===== config.mk =====
export PLATFORM = sky130hd
export DESIGN_NAME = bbPwmGen
export DESIGN_NICKNAME = d
export VERILOG_FILES = /design/src/rtl/bbPwmPkg.sv /design/src/rtl/bbPwmCtrl.sv /design/src/rtl/bbPwmLeg.sv /design/src/rtl/bbPwmGen.sv
export SDC_FILE = /design/constraint.sdc
export NUM_CORES = 1
export LEC_CHECK = 0
export CAP_MARGIN = 25
export CORE_UTILIZATION = 60
export DETAILED_ROUTE_END_ITERATION = 6
export GPL_ROUTABILITY_DRIVEN = 0
export GPL_TIMING_DRIVEN = 0
export HOLD_SLACK_MARGIN = 0.12
export PLACE_DENSITY_LB_ADDON = 0.05
export RECOVER_POWER = 25
export SLEW_MARGIN = 20
export SYNTH_ARGS = -nofsm -noshare
export SYNTH_HDL_FRONTEND = slang
export SYNTH_SLANG_ARGS = --single-unit

===== constraint.sdc =====
create_clock -name clk -period 3.8 [get_ports clk]
set_input_delay 0.76 -clock clk [delete_from_list [all_inputs] [get_ports clk]]
set_output_delay 0.76 -clock clk [all_outputs]
set_load 0.005 [all_outputs]

===== src/rtl/bbPwmPkg.sv =====
package bbPwmPkg;

  // Strobes passed from the control section to one gate leg.
  typedef struct packed {
    logic zero;     // leg counter is at zero: load shadow compare
    logic refresh;  // fire one bootstrap refresh event at this peak
    logic swap;     // exchange A/B outputs (reverse power flow)
  } legStrobeT;

endpackage


===== src/rtl/bbPwmCtrl.sv =====
module bbPwmCtrl
  import bbPwmPkg::*;
#(
  parameter int CNT_W       = 16,
  parameter int PERIOD      = 100,
  parameter int PHASE2      = 0,
  parameter int REF_PERIODS = 3,
  parameter int CTRL_DIV    = 3
) (
  input  logic             clk,
  input  logic             rstN,
  input  logic [CNT_W-1:0] buckDuty,
  input  logic             reverseDir,
  input  logic             refreshReq,
  output logic [CNT_W-1:0] cnt [2],
  output legStrobeT        strobes [2],
  output logic             socIn,
  output logic             socOut,
  output logic             ctrlTick
);

  localparam int RW = $clog2(REF_PERIODS + 1);
  localparam int DW = (CTRL_DIV > 1) ? $clog2(CTRL_DIV) : 1;

  logic [CNT_W-1:0] cntQ [2];
  logic             upQ [2];
  logic             zeroQ [2];
  logic             peakQ [2];
  logic             syncPulse;

  assign syncPulse = zeroQ[0];

  // Two triangle timebases; the second is re-phased by the first's zero.
  for (genvar g = 0; g < 2; g++) begin : gTb
    logic [CNT_W-1:0] nxt;
    logic             upN;

    always_comb begin
      if (g == 1 && syncPulse) begin
        nxt = CNT_W'(PHASE2 + 1);
        upN = ((PHASE2 + 1) != PERIOD);
      end else if (upQ[g]) begin
        nxt = cntQ[g] + 1'b1;
        upN = (cntQ[g] != CNT_W'(PERIOD - 1));
      end else begin
        nxt = cntQ[g] - 1'b1;
        upN = (cntQ[g] == CNT_W'(1));
      end
    end

    always_ff @(posedge clk) begin
      if (!rstN) begin
        cntQ[g]  <= '0;
        upQ[g]   <= 1'b1;
        zeroQ[g] <= 1'b0;
        peakQ[g] <= 1'b0;
      end else begin
        cntQ[g]  <= nxt;
        upQ[g]   <= upN;
        zeroQ[g] <= (nxt == '0);
        peakQ[g] <= (nxt == CNT_W'(PERIOD));
      end
    end

    assign cnt[g] = cntQ[g];
  end

  // Direction is taken at the first timebase zero so both legs switch cleanly.
  logic dirQ;
  always_ff @(posedge clk) begin
    if (!rstN)         dirQ <= 1'b0;
    else if (zeroQ[0]) dirQ <= reverseDir;
  end

  // Control tick: one of every CTRL_DIV zeros of the first timebase.
  logic [DW-1:0] divQ;
  always_ff @(posedge clk) begin
    if (!rstN) divQ <= '0;
    else if (zeroQ[0]) divQ <= (divQ == DW'(CTRL_DIV - 1)) ? '0 : divQ + 1'b1;
  end

  assign socIn    = zeroQ[0];
  assign socOut   = zeroQ[1];
  assign ctrlTick = zeroQ[0] && (divQ == DW'(CTRL_DIV - 1));

  // Refresh burst: REF_PERIODS events on the peaks of the target leg.
  logic [RW-1:0] refLeft;
  logic          boostMode;
  logic          targetLeg;
  logic          fire;

  assign boostMode = (buckDuty >= CNT_W'(PERIOD));
  assign targetLeg = boostMode ^ dirQ;
  assign fire      = (refLeft != '0) && peakQ[targetLeg];

  always_ff @(posedge clk) begin
    if (!rstN)           refLeft <= '0;
    else if (refreshReq) refLeft <= RW'(REF_PERIODS);
    else if (fire)       refLeft <= refLeft - 1'b1;
  end

  for (genvar g = 0; g < 2; g++) begin : gStb
    assign strobes[g].zero    = zeroQ[g];
    assign strobes[g].refresh = fire && (targetLeg == g[0]);
    assign strobes[g].swap    = dirQ;
  end

  AST_CNT_RANGE: assert property (@(posedge clk) disable iff (!rstN)
    cntQ[0] <= CNT_W'(PERIOD)) else $error("counter beyond period");
  AST_SOC_SINGLE: assert property (@(posedge clk) disable iff (!rstN)
    socIn |=> !socIn) else $error("socIn wider than one cycle");
  AST_TICK_WITH_SOC: assert property (@(posedge clk) disable iff (!rstN)
    ctrlTick |-> socIn) else $error("tick away from zero");
  AST_ONE_REFRESH: assert property (@(posedge clk) disable iff (!rstN)
    !(strobes[0].refresh && strobes[1].refresh)) else $error("two refresh targets");

endmodule


===== src/rtl/bbPwmLeg.sv =====
module bbPwmLeg
  import bbPwmPkg::*;
#(
  parameter int CNT_W   = 16,
  parameter int PERIOD  = 100,
  parameter int DT_W    = 8,
  parameter int REF_LEN = 12
) (
  input  logic             clk,
  input  logic             rstN,
  input  legStrobeT        strobe,
  input  logic [CNT_W-1:0] cnt,
  input  logic [CNT_W-1:0] dutyIn,
  input  logic [DT_W-1:0]  deadTime,
  input  logic             gateOff,
  output logic             gateA,
  output logic             gateB
);

  localparam int RLW = $clog2(REF_LEN + 1);

  // Shadow load of the compare at counter zero.
  logic [CNT_W-1:0] cmpQ;
  always_ff @(posedge clk) begin
    if (!rstN)            cmpQ <= '0;
    else if (strobe.zero) cmpQ <= dutyIn;
  end

  logic full, empty, baseOn;
  assign full   = (cmpQ >= CNT_W'(PERIOD));
  assign empty  = (cmpQ == '0);
  assign baseOn = full ||
                  (({1'b0, cnt} + {1'b0, cmpQ}) > (CNT_W + 1)'(PERIOD));

  // Refresh window: invert the leg state for REF_LEN clocks.
  logic [RLW-1:0] refCnt;
  always_ff @(posedge clk) begin
    if (!rstN)                                 refCnt <= '0;
    else if (strobe.refresh && (full || empty)) refCnt <= RLW'(REF_LEN);
    else if (refCnt != '0)                     refCnt <= refCnt - 1'b1;
  end

  logic rawOn;
  assign rawOn = baseOn ^ (refCnt != '0);

  // Dead band: on every state change both sides stay off for deadTime clocks.
  logic            rawQ;
  logic [DT_W-1:0] dtCnt;
  always_ff @(posedge clk) begin
    if (!rstN) begin
      rawQ  <= 1'b0;
      dtCnt <= '0;
    end else if (rawOn != rawQ) begin
      rawQ  <= rawOn;
      dtCnt <= deadTime;
    end else if (dtCnt != '0) begin
      dtCnt <= dtCnt - 1'b1;
    end
  end

  logic hiOn, loOn;
  assign hiOn = rawQ && (dtCnt == '0);
  assign loOn = !rawQ && (dtCnt == '0);

  always_ff @(posedge clk) begin
    if (!rstN || gateOff) begin
      gateA <= 1'b0;
      gateB <= 1'b0;
    end else begin
      gateA <= strobe.swap ? loOn : hiOn;
      gateB <= strobe.swap ? hiOn : loOn;
    end
  end

  AST_NO_SHOOT_THROUGH: assert property (@(posedge clk) disable iff (!rstN)
    !(gateA && gateB)) else $error("both gates of a leg on");
  AST_SHADOW_HOLD: assert property (@(posedge clk) disable iff (!rstN)
    !strobe.zero |=> $stable(cmpQ)) else $error("compare changed off zero");

endmodule


===== src/rtl/bbPwmGen.sv =====
module bbPwmGen
  import bbPwmPkg::*;
#(
  parameter int CNT_W       = 16,
  parameter int PERIOD      = 100,
  parameter int PHASE2      = 0,
  parameter int DT_W        = 8,
  parameter int REF_LEN     = 12,
  parameter int REF_PERIODS = 3,
  parameter int CTRL_DIV    = 3
) (
  input  logic             clk,
  input  logic             rstN,
  input  logic [CNT_W-1:0] buckDuty,
  input  logic [CNT_W-1:0] boostDuty,
  input  logic [DT_W-1:0]  deadTime,
  input  logic             reverseDir,
  input  logic             refreshReq,
  input  logic             gateOff,
  output logic             leg1A,
  output logic             leg1B,
  output logic             leg2A,
  output logic             leg2B,
  output logic             socIn,
  output logic             socOut,
  output logic             ctrlTick
);

  logic [CNT_W-1:0] cnt [2];
  legStrobeT        strobes [2];
  logic [CNT_W-1:0] legDuty [2];
  logic             gA [2];
  logic             gB [2];

  assign legDuty[0] = reverseDir ? boostDuty : buckDuty;
  assign legDuty[1] = reverseDir ? buckDuty  : boostDuty;

  bbPwmCtrl #(
    .CNT_W(CNT_W), .PERIOD(PERIOD), .PHASE2(PHASE2),
    .REF_PERIODS(REF_PERIODS), .CTRL_DIV(CTRL_DIV)
  ) u_ctrl (
    .clk(clk), .rstN(rstN), .buckDuty(buckDuty), .reverseDir(reverseDir),
    .refreshReq(refreshReq), .cnt(cnt), .strobes(strobes),
    .socIn(socIn), .socOut(socOut), .ctrlTick(ctrlTick)
  );

  for (genvar g = 0; g < 2; g++) begin : gLeg
    bbPwmLeg #(
      .CNT_W(CNT_W), .PERIOD(PERIOD), .DT_W(DT_W), .REF_LEN(REF_LEN)
    ) u_leg (
      .clk(clk), .rstN(rstN), .strobe(strobes[g]), .cnt(cnt[g]),
      .dutyIn(legDuty[g]), .deadTime(deadTime), .gateOff(gateOff),
      .gateA(gA[g]), .gateB(gB[g])
    );
  end

  assign leg1A = gA[0];
  assign leg1B = gB[0];
  assign leg2A = gA[1];
  assign leg2B = gB[1];

  AST_GATE_OFF: assert property (@(posedge clk) disable iff (!rstN)
    gateOff |=> !(leg1A || leg1B || leg2A || leg2B)) else $error("gate on while disabled");

endmodule


==> metrics.md <==
| Metric | Value |
|---|---|
| Num rows | `39` |
| Max Clk Rate | `281 MHz` |
| Antenna violations before repair | `0` |
| Non-filler cells, final | `1,106` |
| Worst slew pin tran | `0.975 ns` |
| Yosys reg bits | `105` |
| Hold Crit Class | `reg -> reg` |
| Routed len/inst | `18.8 µm` |
| # Max-Cap Violations | `0` |
| Pwr Density | `460 mW/mm²` |
| Critical Path Sink Type | `register` |
| CTS tree | `yes` |
| Final net count | `1,048` |
| CP Class | `reg -> reg` |
| Hold_buf cts | `0` |
| RSZ-0062 raised after global routing | `no` |
| Mapped Cells | `895` |
| Final hold slack | `0.513 ns` |
| Synth-to-layout area growth | `13.3%` |
| Tmin final | `3.56 ns` |
| Root Driver | `clkbuf_16` |
| Grt total ovfl | `0` |
| Routed wire length | `20,800 µm` |
| Post-Syn Area per Cell | `8.18 µm²` |
| Die height | `112 µm` |
| Worst EP required | `4.05 ns` |
| Share of cells above drive strength 1 | `5.92%` |
| Critical Path Source Type | `register` |
| Port buffer count | `50` |
| Via count | `7,191` |
| Post-DP HPWL | `16,200 µm` |
| FFs w/ async S/R, synth | `0%` |
| Crit path max fanout | `10` |
| Setup Total Neg Slack | `0 ns` |
| Largest net degree at the start of global routing | `19` |
| Status | `complete, no violations` |
| Die area | `0.0126 mm²` |
| Num Clock Sinks | `105` |
| CP Data Arrival Time | `3.80 ns` |
| EDFF count, synth | `0` |
| Sequential fraction of the synthesis area | `28.7%` |
| Ant diodes | `0` |
| H-tree Lvls | `3` |
| Synth Flop Type | `dfxtp_1` |
| GR Util All Layers | `33.4%` |
| Synth warn | `0` |
| DRT antenna net count | `0` |
| Clock Tree Buf Depth | `2` |
| DR pass1 iterations | `6` |
| Chip width | `112 µm` |
| P_leak | `3.30 nW` |
| Placed Instances | `1,088` |
| Boundary Pins | `52` |
| Vias in the first global route | `6,623` |
| Number of CTS-inserted buffers | `9` |
| First-pass GRT wire length | `33,400 µm` |
| Initial DRC Count | `902` |
| Commonest non-fill, non-tap cell in the layout | `dfxtp_1` |
| Library cells used by synthesis | `83` |
| Worst rel slew slack | `34.8%` |
| Synthesized cell area | `0.00732 mm²` |
| Final Hold Viols | `0` |
| Setup Viol. Count Final | `0` |
| Reg clk slew, reported paths | `0.07 ns` |
| Core area | `0.0117 mm²` |
| Most frequent cells in the layout | `dfxtp_1 (105), nor2_1 (104), a21oi_1 (64)` |
| Worst Clk Skew | `0.00566 ns` |
| Pins Over Slew Limit | `0` |
| Vias/cell | `6.50` |
| Period utilisation layout | `93.6%` |
| Max IR drop VDD | `0.000530 V` |
| Net count after synthesis | `985` |
| Filler instances | `959` |
| Skew-Pair Late Insertion Delay | `0.36 ns` |
| Starting Density | `62.8%` |
| DRC | `0` |
-- registers in the layout, indices dropped and copies added (netlist names) --
| signal | flops |
|---|---|
| gLeg.u_leg.refCnt | 8 |
| gLeg.u_leg.rawQ | 2 |
| u_ctrl.refLeft | 2 |
| u_ctrl.dirQ | 1 |
| u_ctrl.zeroQ | 2 |
| gLeg.u_leg.gateB | 2 |
| gLeg.u_leg.gateA | 2 |
| u_ctrl.upQ | 2 |
| gLeg.u_leg.cmpQ | 32 |
| u_ctrl.cntQ | 32 |
| u_ctrl.divQ | 2 |
| u_ctrl.peakQ | 2 |
| gLeg.u_leg.dtCnt | 16 |
-- critical path, cell delays in order (launching register included) --
cell and delay [ns]:
dfxtp_1 0.54, ha_1 0.31, a211oi_1 0.42, o21ai_2 0.20, a22oi_1 0.31, a21oi_1 0.13
mux2i_1 0.16, a211oi_1 0.59, nand3_2 0.36, a311oi_1 0.41
-- stage by stage --
stage / power, W / utilization (%) / cell area (µm²) / setup slack (ns)
5_1_grt: 0.00405 / 71.1 / 8290 / 0.0398
4_1_cts: 0.00377 / 71.0 / 8280 / 0.232
6_report: 0.00382 / 71.1 / 8290 / 0.244
3_5_place_dp: 0.00288 / 68.6 / 8000 / 0.289
2_1_floorplan: 0.00251 / - / 7320 / 0.923
3_3_place_gp: 0.00280 / 68.6 / 8000 / 0.418
-- synth_stat cells, drive strengths merged, types with 5 or more instances --
library cell / number / share of area [%]
dfxtp: 105 / 29
nor2: 105 / 5.4
a21oi: 66 / 4.6
nand2: 52 / 2.7
nor3: 50 / 3.6
mux2i: 44 / 6.0
ha: 43 / 7.3
o21ai: 41 / 3.2
a211oi: 39 / 4.0
xor2: 36 / 4.3
xnor2: 30 / 3.6
nand3: 27 / 1.8
clkbuf: 26 / 1.4
inv: 23 / 1.2
nand4: 19 / 1.7
nor4: 15 / 1.5
buf: 13 / 1.3
and2: 12 / 1.1
nand2b: 11 / 0.94
or3: 11 / 0.94
nor3b: 10 / 1.1
a31oi: 9 / 0.77
o211ai: 7 / 0.72
o31ai: 7 / 0.91
a211o: 6 / 0.72
a21o: 6 / 0.62
and3: 6 / 0.58
a41oi: 5 / 0.70
nor4b: 5 / 0.60
or4: 5 / 0.56
-- where the power goes --
| group | leakage (nW) | internal (W) | total, W | switching, W |
|---|---|---|---|---|
| clock network | 0.131 | 0.000454 | 0.000907 | 0.000454 |
| logic | 2.31 | 0.000633 | 0.00150 | 0.000872 |
| registers | 0.857 | 0.00125 | 0.00140 | 0.000153 |
-- layer usage --
metal / global-route usage [%] / vias to the layer above / share of wire [%]
li1: - / 3443 / -
met3: 4.81 / 37 / 6.9
met4: 9.51 / 0 / 2.1
met2: 55.4 / 311 / 46
met1: 45.4 / 3400 / 45
met5: 0 / - / 0
-- path summary, 6_finish.rpt --
path | from | to | slack, ns | cells past startpoint
worst max-delay path | u_ctrl.cntQ[1][1] | gLeg[1].u_leg.dtCnt[6] | 0.24 | 9
worst min register to register | u_ctrl.divQ[1] | u_ctrl.divQ[1] | 0.51 | 2
worst max register to register | u_ctrl.cntQ[1][1] | gLeg[1].u_leg.dtCnt[6] | 0.24 | 9
worst min-delay path | u_ctrl.divQ[1] | u_ctrl.divQ[1] | 0.51 | 2
-- logic make-up after synthesis --
| family | count (synthesis) | share of synthesized area (%) |
|---|---|---|
| compound gates | 223 | 20.7 |
| xor+xnor | 66 | 7.90 |
| fa+ha+maj | 45 | 7.90 |
| buf+inv | 63 | 3.88 |
| flops | 105 | 28.7 |
| mux | 46 | 6.32 |
| simple gates | 347 | 24.6 |
-- area by class of cell --
cell class	instances	area [µm²]	share of cell area [%]
Buffer	39	186	2.25
Clock buffer	10	229	2.76
Clock inverter	6	52.6	0.634
Inverter	24	90.1	1.09
Multi-Input combinational cell	727	4940	59.6
Sequential cell	105	2100	25.3
Tap cell	143	179	2.16
Timing Repair Buffer	52	515	6.22
-- what timing repair did --
| action | CTS | global route |
|---|---|---|
| resized for setup | 0 | 1 |
| endpoints found under the setup margin | 0 | 1 |
| buffers inserted | 0 | 2 |
Power figures use the tool's default switching activity.
